**src/rtl/scanroll_wctl.sv**
```systemverilog
module scanroll_wctl #(
  parameter int DEPTH = 256
) (
  input  logic                       clk,
  input  logic                       rst_n,
  input  logic                       smp_vld,
  input  logic                       trig,
  input  logic                       roll_req,
  input  logic                       fast_tb,
  input  logic                       gate,
  input  logic                       holdoff,
  input  logic [$clog2(DEPTH)-1:0]   pre_len,
  output logic                       wr_en,
  output logic [$clog2(DEPTH)-1:0]   wr_addr,
  output logic [$clog2(DEPTH):0]     disp_ptr,
  output logic [$clog2(DEPTH)-1:0]   origin,
  output logic                       pre_commit,
  output logic                       rec_done,
  output logic                       roll_on
);
  localparam int AW = $clog2(DEPTH);
  localparam logic [AW:0]   FULL = (AW+1)'(DEPTH);
  localparam logic [AW-1:0] LAST = AW'(DEPTH-1);

  typedef enum logic [1:0] {S_IDLE, S_PRE, S_POST, S_DONE} st_t;
  st_t st;

  logic          roll_q, pfull, pend, rfull, commit_r, done_r;
  logic [AW-1:0] plen, pwp, pst, rwp, org;
  logic [AW:0]   dptr;

  assign roll_on = roll_req & ~fast_tb;

  logic          mode_chg, trig_ok, ring_wr, accept;
  logic [AW-1:0] plen_in, pwp_nx;

  assign mode_chg = roll_on ^ roll_q;
  assign trig_ok  = trig & ~holdoff;
  assign plen_in  = (pre_len > LAST) ? LAST : pre_len;
  assign ring_wr  = smp_vld && (plen != '0);
  assign pwp_nx   = (pwp == plen - 1'b1) ? '0 : pwp + 1'b1;
  assign accept   = !roll_on && !mode_chg && st == S_PRE && pfull && (trig_ok || pend);

  assign wr_en    = smp_vld && !mode_chg &&
                    (roll_on || (st == S_PRE && plen != '0) || st == S_POST);
  assign wr_addr  = roll_on ? rwp : (st == S_POST ? pst : pwp);
  assign origin   = roll_on ? (rfull ? rwp : '0) : org;
  assign disp_ptr = dptr;
  assign pre_commit = commit_r;
  assign rec_done   = done_r;

  always_ff @(posedge clk) begin
    if (!rst_n) begin
      st <= S_IDLE;
      roll_q <= 1'b0;
      pfull <= 1'b0;
      pend <= 1'b0;
      rfull <= 1'b0;
      commit_r <= 1'b0;
      done_r <= 1'b0;
      plen <= '0;
      pwp <= '0;
      pst <= '0;
      rwp <= '0;
      org <= '0;
      dptr <= '0;
    end else begin
      roll_q   <= roll_on;
      commit_r <= 1'b0;
      if (mode_chg) begin
        st <= S_IDLE;
        rwp <= '0;
        rfull <= 1'b0;
        dptr <= '0;
        org <= '0;
        pend <= 1'b0;
        done_r <= 1'b0;
      end else if (roll_on) begin
        if (smp_vld) begin
          rwp <= (rwp == LAST) ? '0 : rwp + 1'b1;
          if (rwp == LAST) rfull <= 1'b1;
          if (dptr != FULL) dptr <= dptr + 1'b1;
        end
      end else begin
        case (st)
          S_IDLE, S_DONE: if (gate) begin
            st <= S_PRE;
            plen <= plen_in;
            pwp <= '0;
            pfull <= (plen_in == '0);
            pend <= 1'b0;
            dptr <= '0;
            done_r <= 1'b0;
            org <= '0;
          end
          S_PRE: begin
            if (ring_wr) begin
              pwp <= pwp_nx;
              if (pwp == plen - 1'b1) pfull <= 1'b1;
            end
            if (accept) begin
              st <= S_POST;
              commit_r <= 1'b1;
              dptr <= {1'b0, plen};
              pst <= plen;
              pend <= 1'b0;
              org <= ring_wr ? pwp_nx : pwp;
            end else if (trig_ok) begin
              pend <= 1'b1;
            end
          end
          S_POST: if (smp_vld) begin
            dptr <= {1'b0, pst} + 1'b1;
            if (pst == LAST) begin
              st <= S_DONE;
              done_r <= 1'b1;
            end else begin
              pst <= pst + 1'b1;
            end
          end
          default: st <= S_IDLE;
        endcase
      end
    end
  end


  commit_pulse_chk: assert property (@(posedge clk) disable iff (!rst_n)
    pre_commit |=> !pre_commit);

  no_write_done_chk: assert property (@(posedge clk) disable iff (!rst_n)
    (rec_done && !roll_on) |-> !wr_en);

  roll_no_commit_chk: assert property (@(posedge clk) disable iff (!rst_n)
    (roll_on && roll_q) |=> !pre_commit);

  dptr_range_chk: assert property (@(posedge clk) disable iff (!rst_n)
    disp_ptr <= FULL);

  pre_addr_chk: assert property (@(posedge clk) disable iff (!rst_n)
    (!roll_on && st == S_PRE && wr_en) |-> wr_addr < plen);

  post_addr_chk: assert property (@(posedge clk) disable iff (!rst_n)
    (!roll_on && st == S_POST && wr_en) |-> wr_addr >= plen);
endmodule

```
**config.mk**
```make
export PLATFORM = sky130hd
export DESIGN_NAME = scanroll_wctl
export DESIGN_NICKNAME = d
export VERILOG_FILES = /design/src/rtl/scanroll_wctl.sv
export SDC_FILE = /design/constraint.sdc
export NUM_CORES = 1
export LEC_CHECK = 0
export ABC_AREA = 1
export BUFFER_PORTS_ARGS = -buffer_cell sky130_fd_sc_hd__buf_2
export CORE_AREA = 2 2 93 73
export CTS_CLUSTER_DIAMETER = 40
export DETAILED_ROUTE_END_ITERATION = 6
export DIE_AREA = 0 0 95 75
export HOLD_SLACK_MARGIN = 0.12
export PLACE_DENSITY = 0.91
export SLEW_MARGIN = 30
export SYNTH_ARGS = -nofsm -noshare
export SYNTH_HDL_FRONTEND = slang
export SYNTH_SLANG_ARGS = --single-unit
```
**constraint.sdc**
```tcl
create_clock -name clk -period 6.6 [get_ports clk]
set_clock_uncertainty 0.15 [all_clocks]
set_input_delay 0.66 -clock clk [delete_from_list [all_inputs] [get_ports clk]]
set_output_delay 0.66 -clock clk [all_outputs]
set_load 0.005 [all_outputs]
```
==> run summary, run 1 <==
EDFF count, synth -> 0
Outcome -> finished, final reports clean
Inserted Clock Buffers -> 9
Final Hold Viols -> 0
Vias/cell -> 5.93
Pin count of the biggest net entering global routing -> 33
Routability cong. -> 0.907
Placeable Area -> 0.00616 mm2
Ranking of synthesized cells by area -> dfxtp_1, o21ai_0, nand2_1, a21oi_1, inv_1
Synth-to-Final Area Change -> 12.5%
Vias in the first global route -> 3447
Avg Inst Size Synth -> 6.69 um2
Initial Utilization -> 58.3%
PwrDens -> 267 mW/mm2
Leading cell types in the layout, fill and taps excluded -> nand2_1, o21ai_0, a21oi_1
Final worst setup slack -> 3190 ps
Dpl hpwl -> 7200 um
CTS tree -> done
WHS -> 345 ps
RSZ-0062 raised after global routing -> no
Yosys reg bits -> 57
Largest area contributor in the netlist -> dfxtp_1
Total Neg Setup Slack -> 0 ps
CP Max Fanout -> 20
Crit share post-route -> 51.7%
DR WL/cell -> 15.1 um
Worst IR drop on VDD -> 0.174 mV
Hold_buf cts -> 0
Antenna-violating nets left -> 0
DP Worst Slack -> 3250 ps
Fmax -> 293 MHz
Worst path bufs/invs -> 3
Total leakage power -> 1.67 nW
Most common cell after layout, fill and taps aside -> nand2_1
Placement row count -> 25
Die W -> 95 um
Startpoint type of the worst setup path -> flip-flop
Postcts setup bufs -> 0
Num Clock Sinks -> 57
Final slew viol count -> 0
Area of the mapped netlist -> 0.00359 mm2
First-pass GRT wire length -> 16500 um
Crit-path slowest cell -> ha_1
Measured slew at the worst slew-check pin -> 808 ps
Final net count -> 599
Number of remaining DRC errors -> 0
Worst Hold Class -> flip-flop to flip-flop
Clk slew on worst S/H paths -> 70 ps
Pre-antenna DRT Iters -> 5
Synthesized instance count -> 537
Die area -> 0.00713 mm2
Main synth FF type -> dfxtp_1
Root buf cell -> clkbuf_8
Crit-path cells -> inv_1 > ha_1 > inv_1 > o21ai_0 > o21ai_0 > buf_2
Initial antenna violation count -> 0
CP arrival -> 2600 ps
Post-synthesis sequential area ratio -> 31.8%
Ys Warns -> 0
Post-CTS Resized -> 0
Worst Setup End Kind -> output pin
Layout cells sized above 1 -> 16.5%
Vias -> 3899
H-tree Lvls -> 3
Fillcell total -> 522
Synth top area share -> 31.8%
Final setup viols -> 0
N_diodes -> 0
Worst skew pair latency -> 350 ps
Die height -> 75 um
Grt total ovfl -> 0
Mapped Nets -> 563
CP max stage delay -> 600 ps
Relative slew slack -> 45.9%
Post-synth ARST share -> 0%
Port-buffer cells -> 44
CP required -> 5790 ps
Max-Cap Viols -> 0
Clock Tree Buf Depth -> 2
Clock period minus final worst setup slack -> 3410 ps
Overall routing resource usage -> 29.8%
I/O pins -> 45
Setup Crit Path Kind -> flip-flop to output pin
DR iter-0 viols -> 359
Top delay family on crit path -> buffers and inverters
Yosys cell types -> 41
Routed wire length -> 9960 um
-- final timing paths --
check,slack (ps),cells past startpoint,startpoint,to
worst min register to register,340,2,pfull,pfull
worst min-delay path,340,2,pfull,pfull
worst max register to register,3880,10,st[0],pst[4]
worst max-delay path,3190,6,st[0],wr_addr[3]
-- per-stage QoR --
step	cell area (um2)	total power, mW	std cells	util, %
after global routing	4040	1.14	658	65.6
after detailed placement	3820	0.707	643	62.1
final	4040	1.08	658	65.6
after global placement	3820	0.698	643	62.1
after CTS	4040	1.07	658	65.6
after floorplan	3590	0.631	537	-
-- kinds of logic after synthesis --
kind of cell | count (synthesis) | synth area share (%)
AO/OA/AOI/OAI | 164 | 24.2
AND/OR/NAND/NOR | 210 | 28.6
buffers and inverters | 87 | 9.78
flip-flops | 57 | 31.8
XOR/XNOR | 9 | 2.19
adder cells (fa/ha/maj) | 10 | 3.48
-- power by group --
| group | internal, mW | switching [mW] | total [mW] | leakage (nW) |
|---|---|---|---|---|
| clock | 0.220 | 0.148 | 0.368 | 0.104 |
| combinational | 0.0976 | 0.195 | 0.293 | 1.10 |
| sequential | 0.378 | 0.0414 | 0.419 | 0.466 |
| total | 0.695 | 0.385 | 1.08 | 1.67 |
-- worst register-to-register path: cells and delay by family, from the launching register on --
kind                       cells  cell delay (ps)
AOI/OAI and AO/OA              2              260
adders and majority gates      1              440
DFF                            1              360
buffers and inverters          4              910
and+or+nand+nor                3              500
-- sequential cells by signal, summed over array words and instances, names as in the netlist, 2 cells and up --
name,flops
pwp,8
st,2
disp_ptr,9
plen,8
pst,8
rwp,8
org,8
-- Yosys cell counts (4+ instances only) --
| cell type | instances |
|---|---|
| nand2_1 | 85 |
| o21ai_0 | 77 |
| a21oi_1 | 59 |
| inv_1 | 58 |
| dfxtp_1 | 57 |
| nor2_1 | 42 |
| nand3_1 | 30 |
| clkbuf_1 | 10 |
| ha_1 | 10 |
| o21ai_1 | 10 |
| nor3_1 | 9 |
| nand4_1 | 8 |
| xor2_1 | 8 |
| inv_2 | 7 |
| nor2_2 | 7 |
| o31ai_1 | 7 |
| buf_2 | 5 |
| nand3b_1 | 5 |
| nor4_1 | 5 |
| nand2_2 | 4 |
| nor2_4 | 4 |
-- per-layer routing --
layer / GRT usage, % / vias to the layer above / share of wire (%)
li1: - / 1888 / -
met4: 9.50 / 0 / 2.1
met3: 6.31 / 25 / 10
met1: 41.4 / 1771 / 44
met5: 0 / - / 0
met2: 46.9 / 215 / 44
-- layout make-up --
cell class              instances  area, um2  share of cell area (%)
clock inverters                 5       80.1                    1.98
well taps                      81        101                    2.51
clock buffers                  10        138                    3.40
flip-flops and latches         57       1140                    28.2
repair buffers                 45        228                    5.63
multi-input cells             393       2100                    52.0
inverters                      67        254                    6.28
Power figures use the tool's default switching activity.
==> inputs of run 2 (changes only) <==
--- a/config.mk
+++ b/config.mk
@@ -7,12 +7,12 @@
 export LEC_CHECK = 0
 export ABC_AREA = 1
 export BUFFER_PORTS_ARGS = -buffer_cell sky130_fd_sc_hd__buf_2
-export CORE_AREA = 2 2 93 73
+export CORE_AREA = 2 2 94 74
 export CTS_CLUSTER_DIAMETER = 40
 export DETAILED_ROUTE_END_ITERATION = 6
-export DIE_AREA = 0 0 95 75
+export DIE_AREA = 0 0 96 76
 export HOLD_SLACK_MARGIN = 0.12
-export PLACE_DENSITY = 0.91
+export PLACE_DENSITY = 0.89
 export SLEW_MARGIN = 30
 export SYNTH_ARGS = -nofsm -noshare
 export SYNTH_HDL_FRONTEND = slang
==> constraint.sdc (replaced) <==
create_clock -name clk -period 3.5 [get_ports clk]
set_clock_uncertainty 0.15 [all_clocks]
set_input_delay 0.35 -clock clk [delete_from_list [all_inputs] [get_ports clk]]
set_output_delay 0.35 -clock clk [all_outputs]
set_load 0.005 [all_outputs]
==> run summary, run 2 (synthesis results as in run 1) <==
Post-route cell area -> 0.00403 mm2 (-0.25%)
Vias in the first global route -> 3402 (-1.3%)
Routability cong. -> 0.970 (+7.0%)
Initial antenna violation count -> 0 (unchanged)
Dpl hpwl -> 7270 um (+1.0%)
Worst Setup End Kind -> output pin
Vias/cell -> 5.74 (-3.1%)
CP Max Fanout -> 20 (unchanged)
Crit share post-route -> 86.6%
Measured slew at the worst slew-check pin -> 874 ps (+65.9 ps)
Inserted Clock Buffers -> 9 (unchanged)
Initial Utilization -> 55.5% (-2.8 points)
Routed wire length -> 9740 um (-2.2%)
Final net count -> 601 (+0.33%)
Number of remaining DRC errors -> 0 (unchanged)
Hold_buf cts -> 0 (unchanged)
N_diodes -> 0 (unchanged)
Antenna-violating nets left -> 0 (unchanged)
Reg-to-Reg End -> disp_ptr[2]
Total Neg Setup Slack -> 0 ps (unchanged)
Placeable Area -> 0.00647 mm2 (+5.1%)
Fin cells -> 664 (+0.91%)
WHS -> 154 ps (-191 ps)
Crit-path cells -> inv_1 > ha_1 > inv_1 > o21ai_0 > o21ai_0 > buf_2
First-pass GRT wire length -> 16400 um (-0.71%)
Setup Crit Path Kind -> flip-flop to output pin
Layout cells sized above 1 -> 16.4% (-0.085 points)
Leading cell types in the layout, fill and taps excluded -> nand2_1, o21ai_0, a21oi_1
Post-DP Area -> 0.00384 mm2 (+0.49%)
Clock Tree Buf Depth -> 2 (unchanged)
Worst path bufs/invs -> 3 (unchanged)
Overall routing resource usage -> 28.3% (-1.5 points)
Final setup viols -> 0 (unchanged)
H-tree Lvls -> 3 (unchanged)
Clock period minus final worst setup slack -> 3030 ps
Pin count of the biggest net entering global routing -> 32 (-3.0%)
Total leakage power -> 1.68 nW (+0.16%)
Final worst setup slack -> 468 ps (-2720 ps)
DR iter-0 viols -> 336 (-6.4%)
Outcome -> finished, final reports clean
Crit-path slowest cell -> ha_1
Max-Cap Viols -> 0 (unchanged)
Max FFs per register -> 9 (unchanged)
Final slew viol count -> 0 (unchanged)
Top delay family on crit path -> buffers and inverters
Crit path launch -> st[0]
Startpoint type of the worst setup path -> flip-flop
Synth-to-Final Area Change -> 12.2%
Vias -> 3813 (-2.2%)
Die W -> 96 um (+1.1%)
Worst skew pair latency -> 360 ps (about the same)
I/O pins -> 45 (unchanged)
Crit path to -> wr_addr[2]
Post-Place Cells -> 648 (+0.78%)
RSZ-0062 raised after global routing -> no
Root buf cell -> clkbuf_8
Largest Register -> disp_ptr
Most common cell after layout, fill and taps aside -> nand2_1
CP arrival -> 2530 ps (-70 ps)
Port-buffer cells -> 44 (unchanged)
DR WL/cell -> 14.7 um (-3.1%)
Fmax -> 330 MHz
CTS tree -> done
Clk slew on worst S/H paths -> 60 ps (about the same)
Relative slew slack -> 41.4% (-4.4 points)
Worst Hold Class -> input pin to flip-flop
Grt total ovfl -> 0 (unchanged)
RR Startpoint -> st[0]
Die height -> 76 um (+1.3%)
Worst IR drop on VDD -> 0.328 mV (+88%)
Die area -> 0.00730 mm2 (+2.4%)
CP max stage delay -> 560 ps (-40 ps)
Postcts setup bufs -> 0 (unchanged)
PwrDens -> 486 mW/mm2 (+82%)
Pre-antenna DRT Iters -> 5 (unchanged)
DP Worst Slack -> 952 ps (-2300 ps)
Post-CTS Resized -> 0 (unchanged)
CP required -> 3000 ps (-2790 ps)
Levels on crit path -> 6 (unchanged)
R2R depth -> 11 (+1)
R2R Setup Slk -> 880 ps (-3000 ps)
Final Hold Viols -> 0 (unchanged)
Placement row count -> 26 (+4.0%)
Num Clock Sinks -> 57 (unchanged)
run 2: cell count changes in the layout (fill, tap and decap cells not counted), sizes merged:
| cell | before | now |
|---|---|---|
| buf | 45 | 47 |
| bufinv | 2 | 1 |
| clkinvlp | 2 | 0 |
| clkbuf | 10 | 13 |
| clkinv | 2 | 3 |
run 2: tightest hold or removal path, delay by kind of cell:
kind,cells,cell delay [ps]
buffers and inverters,1,90
AOI/OAI and AO/OA,2,170
run 2: per-stage QoR:
stage          total power [mW]  utilization (%)
2_1_floorplan              1.19                -
3_3_place_gp               1.32             59.4
3_5_place_dp               1.34             59.4
4_1_cts                    1.95             62.3
5_1_grt                    2.07             62.3
6_report                   1.96             62.3
run 2: worst min-delay path by stage:
stage / start / endpoint / slack, ps / depth (start not counted)
4_1_cts: pre_len[6] / plen[6] / 140 / 3
3_5_place_dp: pfull / pfull / 320 / 2
2_1_floorplan: pfull / pfull / 290 / 2
5_1_grt: pre_len[1] / plen[1] / 200 / 3
6_report: pre_len[6] / plen[6] / 150 / 3
3_3_place_gp: st[1] / st[1] / 320 / 2
run 2: final cells by class:
cell class | count | area (um2)
tap | 84 | 105
fill | 574 | 2440
inverter | 67 | 254
multi-input combinational | 393 | 2100
clock buffer | 13 | 149
clock inverter | 3 | 40.0
timing repair buffer | 47 | 243
sequential | 57 | 1140
run 2: power breakdown:
part | internal [mW] | switching [mW]
sequential | 0.713 | 0.0775
clock | 0.347 | 0.274
combinational | 0.186 | 0.364
run 2: layer usage:
metal  vias to the layer above  track usage, %  share of wire, %
met3                        17            5.44               7.9
li1                       1884               -                 -
met5                         -               0                 0
met1                      1747            40.5                46
met4                         0            10.6               1.9
met2                       165            42.2                44
==> inputs of run 3 (changes only) <==
--- a/config.mk
+++ b/config.mk
@@ -13,6 +13,7 @@
 export DIE_AREA = 0 0 96 76
 export HOLD_SLACK_MARGIN = 0.12
 export PLACE_DENSITY = 0.89
+export RECOVER_POWER = 25
 export SLEW_MARGIN = 30
 export SYNTH_ARGS = -nofsm -noshare
 export SYNTH_HDL_FRONTEND = slang
==> run summary, run 3 (synthesis results as in run 1) <==
Final Hold Viols -> 0 (unchanged)
Number of remaining DRC errors -> 0 (unchanged)
Clock Tree Buf Depth -> 2 (unchanged)
CP arrival -> 2550 ps (+20 ps)
Final setup viols -> 0 (unchanged)
Initial Utilization -> 55.5% (unchanged)
Pin count of the biggest net entering global routing -> 32 (unchanged)
Comb power frac -> 28.0% (about the same)
Pre-antenna DRT Iters -> 5 (unchanged)
Routed wire length -> 9730 um (-0.14%)
Seq pwr share -> 40.4% (about the same)
Placeable Area -> 0.00647 mm2 (unchanged)
Root buf cell -> clkbuf_8
Die area -> 0.00730 mm2 (unchanged)
Clock period minus final worst setup slack -> 3050 ps (+17.3 ps)
Worst IR drop on VDD -> 0.327 mV (-0.14%)
Clk network pwr share -> 31.6% (about the same)
Net switching power -> 715 uW (-0.18%)
Final net count -> 601 (unchanged)
Post-CTS Resized -> 0 (unchanged)
First-pass GRT wire length -> 16400 um (unchanged)
Worst Setup End Kind -> output pin
Vias in the first global route -> 3402 (unchanged)
Worst skew pair latency -> 360 ps (about the same)
Layout cells sized above 1 -> 14.3% (-2.1 points)
R2R Setup Slk -> 870 ps (about the same)
Max-Cap Viols -> 0 (unchanged)
P_int -> 1.24 mW (-0.27%)
Antenna-violating nets left -> 0 (unchanged)
R2R depth -> 11 (unchanged)
Startpoint type of the worst setup path -> flip-flop
WHS -> 155 ps (+0.798 ps)
Crit-path slowest cell -> ha_1
RSZ-0062 raised after global routing -> no
Relative slew slack -> 17.8% (-24 points)
Fillcell total -> 586 (+2.1%)
Crit share post-route -> 87.1% (+0.49 points)
Fmax -> 328 MHz (-0.57%)
Num Clock Sinks -> 57 (unchanged)
Clk slew on worst S/H paths -> 60 ps (about the same)
Die height -> 76 um (unchanged)
Max FFs per register -> 9 (unchanged)
Leading cell types in the layout, fill and taps excluded -> nand2_1, o21ai_0, a21oi_1
RR Startpoint -> st[0]
Overall routing resource usage -> 28.3% (unchanged)
Crit-path cells -> inv_1 > ha_1 > inv_1 > o21ai_0 > o21ai_0 > buf_2
DR WL/cell -> 14.7 um (-0.14%)
Grt total ovfl -> 0 (unchanged)
CTS tree -> done
Hold_buf cts -> 0 (unchanged)
Die W -> 96 um (unchanged)
PwrDens -> 488 mW/mm2 (+0.26%)
Routability cong. -> 0.970 (unchanged)
CP Max Fanout -> 20 (unchanged)
Dpl hpwl -> 7270 um (unchanged)
Initial antenna violation count -> 0 (unchanged)
H-tree Lvls -> 3 (unchanged)
Total leakage power -> 1.63 nW (-3.0%)
Vias -> 3841 (+0.73%)
CP max stage delay -> 560 ps (about the same)
Measured slew at the worst slew-check pin -> 1230 ps (+359 ps)
Switching part of the total power -> 36.5% (about the same)
Synth-to-Final Area Change -> 11.7%
Setup Crit Path Kind -> flip-flop to output pin
Total Neg Setup Slack -> 0 ps (unchanged)
Placement row count -> 26 (unchanged)
Inserted Clock Buffers -> 9 (unchanged)
I/O pins -> 45 (unchanged)
Reg-to-Reg End -> disp_ptr[2]
Crit path launch -> st[0]
Final slew viol count -> 0 (unchanged)
Largest Register -> disp_ptr
Crit path to -> wr_addr[2]
Port-buffer cells -> 44 (unchanged)
DR iter-0 viols -> 342 (+1.8%)
Outcome -> finished, final reports clean
Vias/cell -> 5.78 (+0.73%)
N_diodes -> 0 (unchanged)
Worst Hold Class -> input pin to flip-flop
Postcts setup bufs -> 0 (unchanged)
Most common cell after layout, fill and taps aside -> nand2_1
CP required -> 3000 ps (about the same)
## run 3: cell types whose count changed in the layout (fill, tap and decap cells not counted)
cell,previous run,this run
buf_2,44,32
buf_4,3,1
clkbuf_1,3,15
clkbuf_2,0,2
## run 3: through the flow
step                area (um2)  power (mW)  setup slack [ps]  util (%)  instances
floorplan                 3590        1.19              1030         -        537
global placement          3840        1.32              1060      59.4        648
detailed placement        3840        1.34               952      59.4        648
CTS                       4030        1.95               562      62.3        664
global route              4010        2.06               275      62.0        664
finish                    4010        1.96               450      62.0        664
## run 3: area by class of cell
class / instances / area (um2) / area share, %
Timing Repair Buffer: 47 / 223 / 5.55
Clock buffer: 13 / 149 / 3.71
Sequential cell: 57 / 1140 / 28.4
Inverter: 67 / 254 / 6.33
Tap cell: 84 / 105 / 2.62
Clock inverter: 3 / 40.0 / 0.998
Multi-Input combinational cell: 393 / 2100 / 52.4
## run 3: worst min path at each step
stage	slack, ps	to	from	cells after the start
3_5_place_dp	320	pfull	pfull	2
6_report	160	plen[6]	pre_len[6]	3
3_3_place_gp	320	st[1]	st[1]	2
2_1_floorplan	290	pfull	pfull	2
4_1_cts	140	plen[6]	pre_len[6]	3
5_1_grt	200	plen[1]	pre_len[1]	3
## run 3: critical path, delay by kind of cell (launching register included)
kind            cells  cell delay [ps]
compound gates      2              600
buf+inv             3              700
flops               1              330
fa+ha+maj           1              560
## run 3: power groups by stage
stage / clock [mW] / combinational, mW / sequential (mW)
2_1_floorplan: 0 / 0.414 / 0.776
3_3_place_gp: 0 / 0.520 / 0.797
3_5_place_dp: 0 / 0.537 / 0.800
4_1_cts: 0.624 / 0.540 / 0.787
5_1_grt: 0.647 / 0.618 / 0.799
6_report: 0.619 / 0.547 / 0.790
## run 3: routing by layer
metal  GRT usage (%)  up-vias  routed length (um)
li1                -     1888                   -
met1            40.5     1743                4330
met2            42.2      191                4350
met3            5.44       19                 859
met4            10.6        0                 192
met5               0        -                   0
